File: src/rtl/burst_rep_pkg.sv
package burst_rep_pkg;

  typedef enum logic {
    SEARCH      = 1'b0,
    COMMUNICATE = 1'b1
  } scanState_e;

  typedef struct packed {
    logic capture;
    logic startTx;
    logic clrTimer;
    logic runTimer;
    logic setOverflow;
  } ctrlStrobe_t;

  // active-low segments, bit 0 = a ... bit 6 = g
  function automatic logic [6:0] hexToSegN(input logic [3:0] nib);
    logic [6:0] s;
    case (nib)
      4'h0: s = 7'h40;
      4'h1: s = 7'h79;
      4'h2: s = 7'h24;
      4'h3: s = 7'h30;
      4'h4: s = 7'h19;
      4'h5: s = 7'h12;
      4'h6: s = 7'h02;
      4'h7: s = 7'h78;
      4'h8: s = 7'h00;
      4'h9: s = 7'h10;
      4'hA: s = 7'h08;
      4'hB: s = 7'h03;
      4'hC: s = 7'h46;
      4'hD: s = 7'h21;
      4'hE: s = 7'h06;
      default: s = 7'h0E;
    endcase
    return s;
  endfunction

endpackage

File: src/rtl/burst_rep_ctrl.sv
module burst_rep_ctrl
  import burst_rep_pkg::*;
(
  input  logic        clk,
  input  logic        rstN,
  input  logic        hitPulse,
  input  logic        txDone,
  output ctrlStrobe_t strb
);

  scanState_e state, nextState;

  always_comb begin
    strb          = '0;
    strb.runTimer = (state == SEARCH);
    nextState     = state;
    case (state)
      SEARCH: begin
        if (hitPulse) begin
          strb.capture  = 1'b1;
          strb.startTx  = 1'b1;
          strb.clrTimer = 1'b1;
          nextState     = COMMUNICATE;
        end
      end
      default: begin
        if (hitPulse) strb.setOverflow = 1'b1;
        if (txDone)   nextState = SEARCH;
      end
    endcase
  end

  always_ff @(posedge clk or negedge rstN) begin
    if (!rstN) state <= SEARCH;
    else       state <= nextState;
  end


  back_to_search_chk: assert property (@(posedge clk) disable iff (!rstN)
    (state == COMMUNICATE && txDone) |=> (state == SEARCH));


  drop_keeps_state_chk: assert property (@(posedge clk) disable iff (!rstN)
    (state == COMMUNICATE && hitPulse && !txDone) |=> (state == COMMUNICATE && !strb.capture));

endmodule

File: src/rtl/burst_rep_datapath.sv
module burst_rep_datapath
  import burst_rep_pkg::*;
#(
  parameter int unsigned CLK_HZ      = 125_000_000,
  parameter int unsigned BAUD        = 115_200,
  parameter int unsigned SILENCE_MAX = 375_000_000,
  parameter int unsigned WIN_W       = 24,
  parameter int unsigned HDR_W       = 5,
  parameter int unsigned SYNC_W      = 8,
  parameter int unsigned ID_W        = 8,
  parameter logic [HDR_W-1:0]  HDR_PAT  = 5'b01010,
  parameter logic [SYNC_W-1:0] SYNC_PAT = 8'b11011011,
  localparam int unsigned DIGITS = ID_W / 4
) (
  input  logic                  clk,
  input  logic                  rstN,
  input  logic                  rxDataIn,
  input  logic                  rxClkIn,
  input  logic                  rxValidIn,
  input  ctrlStrobe_t           strb,
  output logic                  hitPulse,
  output logic                  txDone,
  output logic                  uartTx,
  output logic [DIGITS-1:0][6:0] segN,
  output logic                  silenceLed,
  output logic                  overflowFlag
);

  localparam int unsigned BAUD_DIV   = CLK_HZ / BAUD;
  localparam int unsigned CNT_W      = (BAUD_DIV > 1) ? $clog2(BAUD_DIV) : 1;
  localparam int unsigned FRAME_BITS = ID_W + 2;
  localparam int unsigned IDX_W      = $clog2(FRAME_BITS);
  localparam int unsigned TMR_W      = $clog2(SILENCE_MAX + 1);
  localparam logic [CNT_W-1:0] BAUD_LAST = CNT_W'(BAUD_DIV - 1);
  localparam logic [IDX_W-1:0] IDX_LAST  = IDX_W'(FRAME_BITS - 1);
  localparam logic [TMR_W-1:0] TMR_TOP   = TMR_W'(SILENCE_MAX);

  // receiver line synchronisers
  logic [1:0] dataSync, clkSync, validSync;
  logic       clkPrev, riseSeen, shiftedQ;
  logic [WIN_W-1:0] window;

  always_ff @(posedge clk or negedge rstN) begin
    if (!rstN) begin
      dataSync  <= '0;
      clkSync   <= '0;
      validSync <= '0;
      clkPrev   <= 1'b0;
    end else begin
      dataSync  <= {dataSync[0], rxDataIn};
      clkSync   <= {clkSync[0], rxClkIn};
      validSync <= {validSync[0], rxValidIn};
      clkPrev   <= clkSync[1];
    end
  end

  assign riseSeen = clkSync[1] & ~clkPrev;

  always_ff @(posedge clk or negedge rstN) begin
    if (!rstN) begin
      window   <= '0;
      shiftedQ <= 1'b0;
    end else begin
      shiftedQ <= riseSeen;
      if (riseSeen) window <= {window[WIN_W-2:0], dataSync[1]};
    end
  end

  logic hdrOk, syncOk;
  assign hdrOk    = (window[WIN_W-1 -: HDR_W] == HDR_PAT);
  assign syncOk   = (window[WIN_W-HDR_W-1 -: SYNC_W] == SYNC_PAT);
  assign hitPulse = shiftedQ & hdrOk & syncOk & validSync[1];

  // payload and display
  logic [ID_W-1:0] payloadQ;
  always_ff @(posedge clk or negedge rstN) begin
    if (!rstN)             payloadQ <= '0;
    else if (strb.capture) payloadQ <= window[ID_W-1:0];
  end

  for (genvar d = 0; d < DIGITS; d++) begin : g_digit
    assign segN[d] = hexToSegN(payloadQ[4*d +: 4]);
  end

  // silence timer
  logic [TMR_W-1:0] silenceCnt;
  always_ff @(posedge clk or negedge rstN) begin
    if (!rstN)                                       silenceCnt <= '0;
    else if (strb.clrTimer)                          silenceCnt <= '0;
    else if (strb.runTimer && silenceCnt != TMR_TOP) silenceCnt <= silenceCnt + 1'b1;
  end
  assign silenceLed = (silenceCnt == TMR_TOP);

  // sticky drop flag
  logic overflowQ;
  always_ff @(posedge clk or negedge rstN) begin
    if (!rstN)                 overflowQ <= 1'b0;
    else if (strb.setOverflow) overflowQ <= 1'b1;
  end
  assign overflowFlag = overflowQ;

  // UART transmitter
  logic                  txBusy, uartTxQ;
  logic [CNT_W-1:0]      baudCnt;
  logic [IDX_W-1:0]      bitIdx;
  logic [FRAME_BITS-1:0] txFrame;

  assign txDone = txBusy && (baudCnt == BAUD_LAST) && (bitIdx == IDX_LAST);

  always_ff @(posedge clk or negedge rstN) begin
    if (!rstN) begin
      txBusy  <= 1'b0;
      uartTxQ <= 1'b1;
      baudCnt <= '0;
      bitIdx  <= '0;
      txFrame <= '1;
    end else if (strb.startTx) begin
      txBusy  <= 1'b1;
      uartTxQ <= 1'b0;
      baudCnt <= '0;
      bitIdx  <= '0;
      txFrame <= {1'b1, window[ID_W-1:0], 1'b0};
    end else if (txBusy) begin
      if (baudCnt == BAUD_LAST) begin
        baudCnt <= '0;
        if (bitIdx == IDX_LAST) begin
          txBusy  <= 1'b0;
          uartTxQ <= 1'b1;
        end else begin
          bitIdx  <= bitIdx + 1'b1;
          txFrame <= {1'b1, txFrame[FRAME_BITS-1:1]};
          uartTxQ <= txFrame[1];
        end
      end else begin
        baudCnt <= baudCnt + 1'b1;
      end
    end
  end
  assign uartTx = uartTxQ;


  no_restart_chk: assert property (@(posedge clk) disable iff (!rstN)
    strb.startTx |-> !txBusy);


  overflow_sticky_chk: assert property (@(posedge clk) disable iff (!rstN)
    overflowQ |=> overflowQ);


  payload_hold_chk: assert property (@(posedge clk) disable iff (!rstN)
    !strb.capture |=> $stable(payloadQ));


  led_hold_chk: assert property (@(posedge clk) disable iff (!rstN)
    (silenceLed && !strb.clrTimer) |=> silenceLed);


  start_bit_chk: assert property (@(posedge clk) disable iff (!rstN)
    strb.startTx |=> (!uartTx && txBusy));


  idle_high_chk: assert property (@(posedge clk) disable iff (!rstN)
    (!txBusy && !strb.startTx) |=> uartTx);

endmodule

File: src/rtl/burst_id_reporter.sv
module burst_id_reporter
  import burst_rep_pkg::*;
#(
  parameter int unsigned CLK_HZ      = 125_000_000,
  parameter int unsigned BAUD        = 115_200,
  parameter int unsigned SILENCE_MAX = 375_000_000
) (
  input  logic       clk,
  input  logic       rstN,
  input  logic       rxData,
  input  logic       rxClk,
  input  logic       rxValid,
  output logic       uartTx,
  output logic [6:0] segHi,
  output logic [6:0] segLo,
  output logic       silenceLed,
  output logic       overflowFlag
);

  localparam int unsigned ID_W = 8;

  ctrlStrobe_t strb;
  logic        hitPulse, txDone;
  logic [ID_W/4-1:0][6:0] segN;

  burst_rep_ctrl u_ctrl (
    .clk      (clk),
    .rstN     (rstN),
    .hitPulse (hitPulse),
    .txDone   (txDone),
    .strb     (strb)
  );

  burst_rep_datapath #(
    .CLK_HZ      (CLK_HZ),
    .BAUD        (BAUD),
    .SILENCE_MAX (SILENCE_MAX),
    .ID_W        (ID_W)
  ) u_dp (
    .clk          (clk),
    .rstN         (rstN),
    .rxDataIn     (rxData),
    .rxClkIn      (rxClk),
    .rxValidIn    (rxValid),
    .strb         (strb),
    .hitPulse     (hitPulse),
    .txDone       (txDone),
    .uartTx       (uartTx),
    .segN         (segN),
    .silenceLed   (silenceLed),
    .overflowFlag (overflowFlag)
  );

  assign segHi = segN[1];
  assign segLo = segN[0];

endmodule

File: config.mk
export PLATFORM = sky130hd
export DESIGN_NAME = burst_id_reporter
export DESIGN_NICKNAME = d
export VERILOG_FILES = /design/src/rtl/burst_rep_pkg.sv /design/src/rtl/burst_rep_ctrl.sv /design/src/rtl/burst_rep_datapath.sv /design/src/rtl/burst_id_reporter.sv
export SDC_FILE = /design/constraint.sdc
export NUM_CORES = 1
export LEC_CHECK = 0
export BUFFER_PORTS_ARGS = -buffer_cell sky130_fd_sc_hd__buf_2
export CAP_MARGIN = 20
export CORE_ASPECT_RATIO = 1.4
export CORE_UTILIZATION = 55
export CTS_CLUSTER_SIZE = 16
export DETAILED_ROUTE_END_ITERATION = 8
export PLACE_DENSITY_LB_ADDON = 0.15
export REMOVE_ABC_BUFFERS = 1
export SLEW_MARGIN = 0
export SYNTH_ARGS = -nofsm -noshare
export SYNTH_HDL_FRONTEND = slang
export SYNTH_SLANG_ARGS = --single-unit
File: constraint.sdc
create_clock -name clk -period 2.9 [get_ports clk]
set_clock_uncertainty 0.2 [all_clocks]
set_input_delay 0.145 -clock clk [delete_from_list [all_inputs] [get_ports clk]]
set_output_delay 0.145 -clock clk [all_outputs]
set_load 0.05 [all_outputs]
# Word-level counts from Yosys, hierarchy flattened
# Memories as Yosys holds them, arrays and structs flattened.
# Cells that the tools add are included.
[totals]
regBits = 98
rom_bits = 224
in_bits = 5
output_inout_bits = 17
wordCells = 68
n_memories = 2
[classes]
add_sub_neg = 3
n_eq_ne = 7
mux = 27
n_bitwise = 6
reduce_logical = 8
[mem_list]
columns = ["memory", "words", "word_bits", "read_ports", "rd_clocked_by_memory_dff", "wr", "line_no", "rtl"]
rows = [
  ["(no name shown)", 16, 7, 1, 0, 0, "burst_rep_pkg.sv:19", "case (nib)"],
  ["(no name shown)", 16, 7, 1, 0, 0, "burst_rep_pkg.sv:19", ""],
]
[op_table]
columns = ["operator", "n"]
rows = [
  ["$mux W29", 2],
  ["$mux W10", 4],
  ["$mux W11", 3],
  ["$add A29 B1 Y29 const B", 1],
  ["$eq A29 B29 Y1 const B", 1],
  ["$ne A29 B29 Y1 const B", 1],
  ["$mux W4", 4],
  ["$mux W1", 12],
  ["$add A11 B1 Y11 const B", 1],
  ["$eq A11 B11 Y1 const B", 1],
  ["$eq A8 B8 Y1 const B", 1],
  ["$mux W3", 2],
  ["$reduce_bool A2 Y1", 3],
  ["$eq A5 B4 Y1 const B", 1],
  ["$add A4 B1 Y4 const B", 1],
  ["$and A1 B1 Y1", 4],
  ["$eq A4 B4 Y1 const B", 1],
  ["$logic_and A1 B1 Y1", 3],
  ["$reduce_and A3 Y1", 1],
  ["$ne A2 B2 Y1 const B", 1],
  ["$not A1 Y1", 2],
  ["$reduce_and A2 Y1", 1],
]

# Logic depth before layout (Yosys ltp)
[logic_depth]
word_depth = 8
depth_mapped = 8
depth_no_buf = 7

# Modules after synthesis
# Synthesis repeated with hierarchy kept, for this count alone.
[unflattened]
hier_cells = 461
hier_area_um2 = 4885.9
[modules_own_cells]
columns = ["module", "instances", "cells_each", "area_each_um2", "seq_area_each_um2"]
rows = [
  ["burst_rep_datapath", 1, 454, 4819.6, 2388.5],
  ["burst_rep_ctrl", 1, 7, 66.3, 25.0],
]

# Worst setup path after synthesis
# OpenSTA, ideal clock, no wires.
[synth_path]
path_kind = "reg-to-reg"
start = "register u_dp.silenceCnt[0]"
end = "register u_dp.silenceCnt[7]"
setup_time_ps = 135
t_arrival_ps = 2025
t_required_ps = 2565
setup_slack_ps = 540
stages_incl_launch_ff = 9
path_buffers = 1
period_less_slack_ps = 2360
path_cell_list = "dfrtp_1 inv_1 ha_1 and3b_1 nand4_1 nor2_1 clkbuf_1 nor4b_1 mux2i_1"
[synth_between]
elab_chain_len = 3
word_cells_on_any_way = 6
cone_classes = "1 x add/sub; 1 x eq/ne; 2 x mux; 2 x reduce/logical"
[synth_rtl]
columns = ["element", "line_no", "rtl"]
rows = [
  ["from (decl)", "burst_rep_datapath.sv:86", "logic [TMR_W-1:0] silenceCnt;"],
  ["from (signal assigned)", "burst_rep_datapath.sv:90", "else if (strb.runTimer && silenceCnt != TMR_TOP) silenceCnt <= silenceCnt + 1'b1;"],
  ["$add A29 B1 Y29 or $ne A29 B29 Y1 (tied branches)", "burst_rep_datapath.sv:90", ""],
  ["$mux W29 or $logic_and A1 B1 Y1 (tied branches)", "burst_rep_datapath.sv:90", ""],
  ["$mux W29 or $reduce_bool A2 Y1 (tied branches)", "--", ""],
]
# Several ways; a longest one is shown, not always the timed one. The select of a mux whose other input is x is not followed.
# A chain may end at the register's enable or synchronous reset.

# Worst setup path after layout
[layout_path]
start = "register u_dp.silenceCnt[3]"
end = "output port silenceLed"
[layout_between]
elab_chain_len = 1
[layout_rtl]
columns = ["element", "line_no", "rtl"]
rows = [
  ["$eq A29 B29 Y1", "burst_rep_datapath.sv:92", "assign silenceLed = (silenceCnt == TMR_TOP);"],
  ["to (decl)", "burst_id_reporter.sv:16", "output logic silenceLed,"],
]
# No other way between the ends.

==> results.py <==
metrics = {
    "timing": {
        "rsz0062_at_grt": "no",
        "whs_ps": 149,
        "hold_viol_final": 0,
        "finalMaxSlewViolations": 0,
        "period_share": 0.946,
        "post-route-min-period_ps": 2740,
        "tns_ps": 0,
        "max_slew_margin": 0.397,
        "tightest_slew_ps": 892,
        "max_freq_mhz": 364,
        "setup_violations": 0,
    },
    "global_route": {
        "grt.total_usage": 0.228,
        "antenna_found_initial": 0,
        "grt_pass1_wl_mm": 16.1,
        "grt_pass1_vias": 3560,
        "gr-total-overflow": 0,
        "grt_max_degree": 57,
    },
    "floorplan": {
        "core_sq_um": 8610,
        "floorplan.die_area_sq_um": 9280,
        "die_h_um": 114,
        "start_util": 0.568,
        "io_pins": 22,
        "die-width_um": 81.7,
        "core.rowCount": 40,
    },
    "drt": {
        "wl_met2_mm": 4.87,
        "wl_met1_mm": 4.12,
        "wl_per_cell_um": 15.6,
        "wl_mm": 9.53,
        "first_pass_iters": 5,
        "viasPerCell": 5.85,
        "ant_nets": 0,
        "drc": 0,
        "wl_met3_um": 286,
        "vias": 3572,
        "drt_iter0_drc": 159,
        "routed.top_layer": "met4",
    },
    "critical_path": {
        "critical-path-top-delay-family": "simple AND/OR/NAND/NOR gates",
        "cp.buffers_inverters": 2,
        "worstSetupPathType": "reg2out",
        "critical_path_arrival_ps": 2400,
        "slowest_stage": "nor4_1",
        "crit_path_max_incr_delay_ps": 540,
        "worstPathCellList": "nor4_1 -> nand4_1 -> nor2_1 -> buf_4 -> buf_2",
        "critPathRequiredTime_ps": 2560,
        "end_kind": "primary output",
        "worstSetupStartpointType": "flip-flop",
        "critical_path.max_fanout": 13,
    },
    "synth": {
        "synth_common_cells": "dfrtp_1 (87), nand2_1 (55), nor2_1 (38)",
        "ys_types": 57,
        "synth_top_area_share": 0.445,
        "synth-edff-count": 0,
        "synthFlopType": "dfrtp_1",
        "synth.most_common_cell": "dfrtp_1",
        "netlist_area_sq_um": 4890,
        "synth_cells": 478,
        "synth_top_cell_by_area": "dfrtp_1",
        "synth_top_family_by_area": "simple AND/OR/NAND/NOR gates",
        "synth-compound-area-share": 0.0867,
        "ys_ff_latch": 96,
        "yosys-top-cells-area": "dfrtp_1 (45%), mux2_2 (6.0%), dfstp_2 (4.8%)",
        "ys_seq_area_frac": 0.493,
        "synthAdderAreaFrac": 0.0460,
        "synth-xor-area-share": 0.0376,
        "muxShareOfSynthArea": 0.0870,
        "async_reset_ff_frac": 1.00,
        "avgSynthCellArea_sq_um": 10.2,
        "yosys_warnings": 0,
        "synth_simple_gate_area_frac": 0.219,
    },
    "cells_and_area": {
        "n_fill_cell": 715,
        "nets": 524,
        "post-route-util": 0.632,
        "area_growth_pct": 11.2,
        "antenna_cells": 0,
        "drive_gt1_frac": 0.196,
    },
    "clocking": {
        "cts_tree": "yes",
        "clk_pin_slew_ps": 60,
        "clock_latency_ps": 350,
        "cts_buffers": 9,
        "cts_max_level": 3,
        "clock-root-buffer": "clkbuf_16",
        "clkSinkCount": 96,
        "cts.path.max_buffers": 2,
        "ctsResizeCount": 0,
    },
    "power_and_ir_drop": {
        "power.switching_mw": 0.653,
        "intPower_mw": 2.12,
        "clock_power_share": 0.402,
        "combinationalPowerShare": 0.053,
        "finalPower_mw": 2.78,
        "switching_share": 0.235,
        "sequentialPowerShare": 0.545,
        "power_leakage_nw": 2.38,
        "p_per_area_nw_per_um2": 510,
        "ir_drop_mv": 0.396,
    },
    "placement": {
        "hpwl_mm": 6.50,
        "place.gp.congestion": 0.836,
        "place.port_buffers": 21,
    },
    "worst_hold_path": {
        "hold_path.class": "reg2reg",
    },
    "job": {
        "max-cap-violations": 0,
    },
    "outcome": {
        "status": "completed",
    },
}
## metrics by stage
| step | worst slack [ps] | cells | cell area, sq um |
|---|---|---|---|
| final | 155 | 611 | 5440 |
| after global routing | 109 | 611 | 5440 |
| after CTS | 124 | 611 | 5440 |
| after detailed placement | 581 | 591 | 5120 |
| after global placement | 581 | 591 | 5120 |
| after floorplan | -769 | 457 | 4800 |
## path summary, 6_finish.rpt
check | start | endpoint | slack, ps | cells past startpoint
worst min-delay path | u_dp.validSync[0] | u_dp.validSync[1] | 150 | 0
worst max register to register | u_dp.silenceCnt[4] | u_dp.silenceCnt[13] | 480 | 5
worst max-delay path | u_dp.silenceCnt[3] | silenceLed | 160 | 5
worst min register to register | u_dp.validSync[0] | u_dp.validSync[1] | 150 | 0
min in group asynchronous | rstN | u_dp.baudCnt[2] | 190 | 2
max in group asynchronous | rstN | u_dp.silenceCnt[4] | 1650 | 3
## layout make-up
type / instances / area (sq um) / area share
clock buffers: 9 / 225 / 0.0414
clock inverters: 7 / 56.3 / 0.0103
flip-flops and latches: 96 / 2410 / 0.444
repair buffers: 33 / 220 / 0.0405
well taps: 105 / 131 / 0.0241
inverters: 14 / 52.6 / 0.00966
multi-input cells: 347 / 2340 / 0.430
## sequential cells by signal, summed over array words and instances, names as in the netlist, 2 cells and up
register and cells:
u_dp.silenceCnt 29, u_dp.window 24, u_dp.baudCnt 11, u_dp.payloadQ 8, u_dp.txFrame 8, u_dp.bitIdx 4
u_dp.clkSync 2, u_dp.dataSync 2, u_dp.validSync 2
## layer usage
metal	track usage	up-vias
met5	0	-
met4	0.104	0
met3	0.0464	22
met2	0.392	65
met1	0.267	1738
li1	-	1747
## kinds of logic (layout without fill, tap and decap cells)
logic type                 Yosys count  after routing
xor gates and xnor gates            21             21
AOI/OAI and AO/OA                   73             73
adders and majority gates           18             18
muxes                               38             38
buffers and inverters               35             63
and+or+nand+nor                    197            197
DFF                                 96             96
## what timing repair did
action,in CTS,in global routing
setup buffers,0,0
hold endpoints to repair,49,0
hold buffers,4,0
## layout by cell type, fill, tap and decap left out, drive strengths merged, types with 14 or more instances in the layout
| master | n |
|---|---|
| buf | 29 |
| nor4 | 14 |
| nor2 | 39 |
| dfrtp | 87 |
| nand3 | 15 |
| xnor2 | 15 |
| nand2 | 56 |
| o21ai | 36 |
| inv | 16 |
| nand4 | 14 |
| mux2 | 26 |
| ha | 18 |
| a21oi | 18 |
## worst register-to-register path, stage by stage (launching register included)
cell and delay, ps:
dfrtp_1 460, nand4_1 220, nor4b_1 790, nand3_1 180, or3_1 340, a21oi_1 160
## power by group through the flow
stage               logic [mW]  clock network, mW  registers (mW)
floorplan                0.103                  0            1.51
global placement         0.142                  0            1.53
detailed placement       0.150                  0            1.54
CTS                      0.154               1.15            1.51
global route             0.166               1.21            1.53
finish                   0.148               1.12            1.51
(Power assumes the default switching activity.)
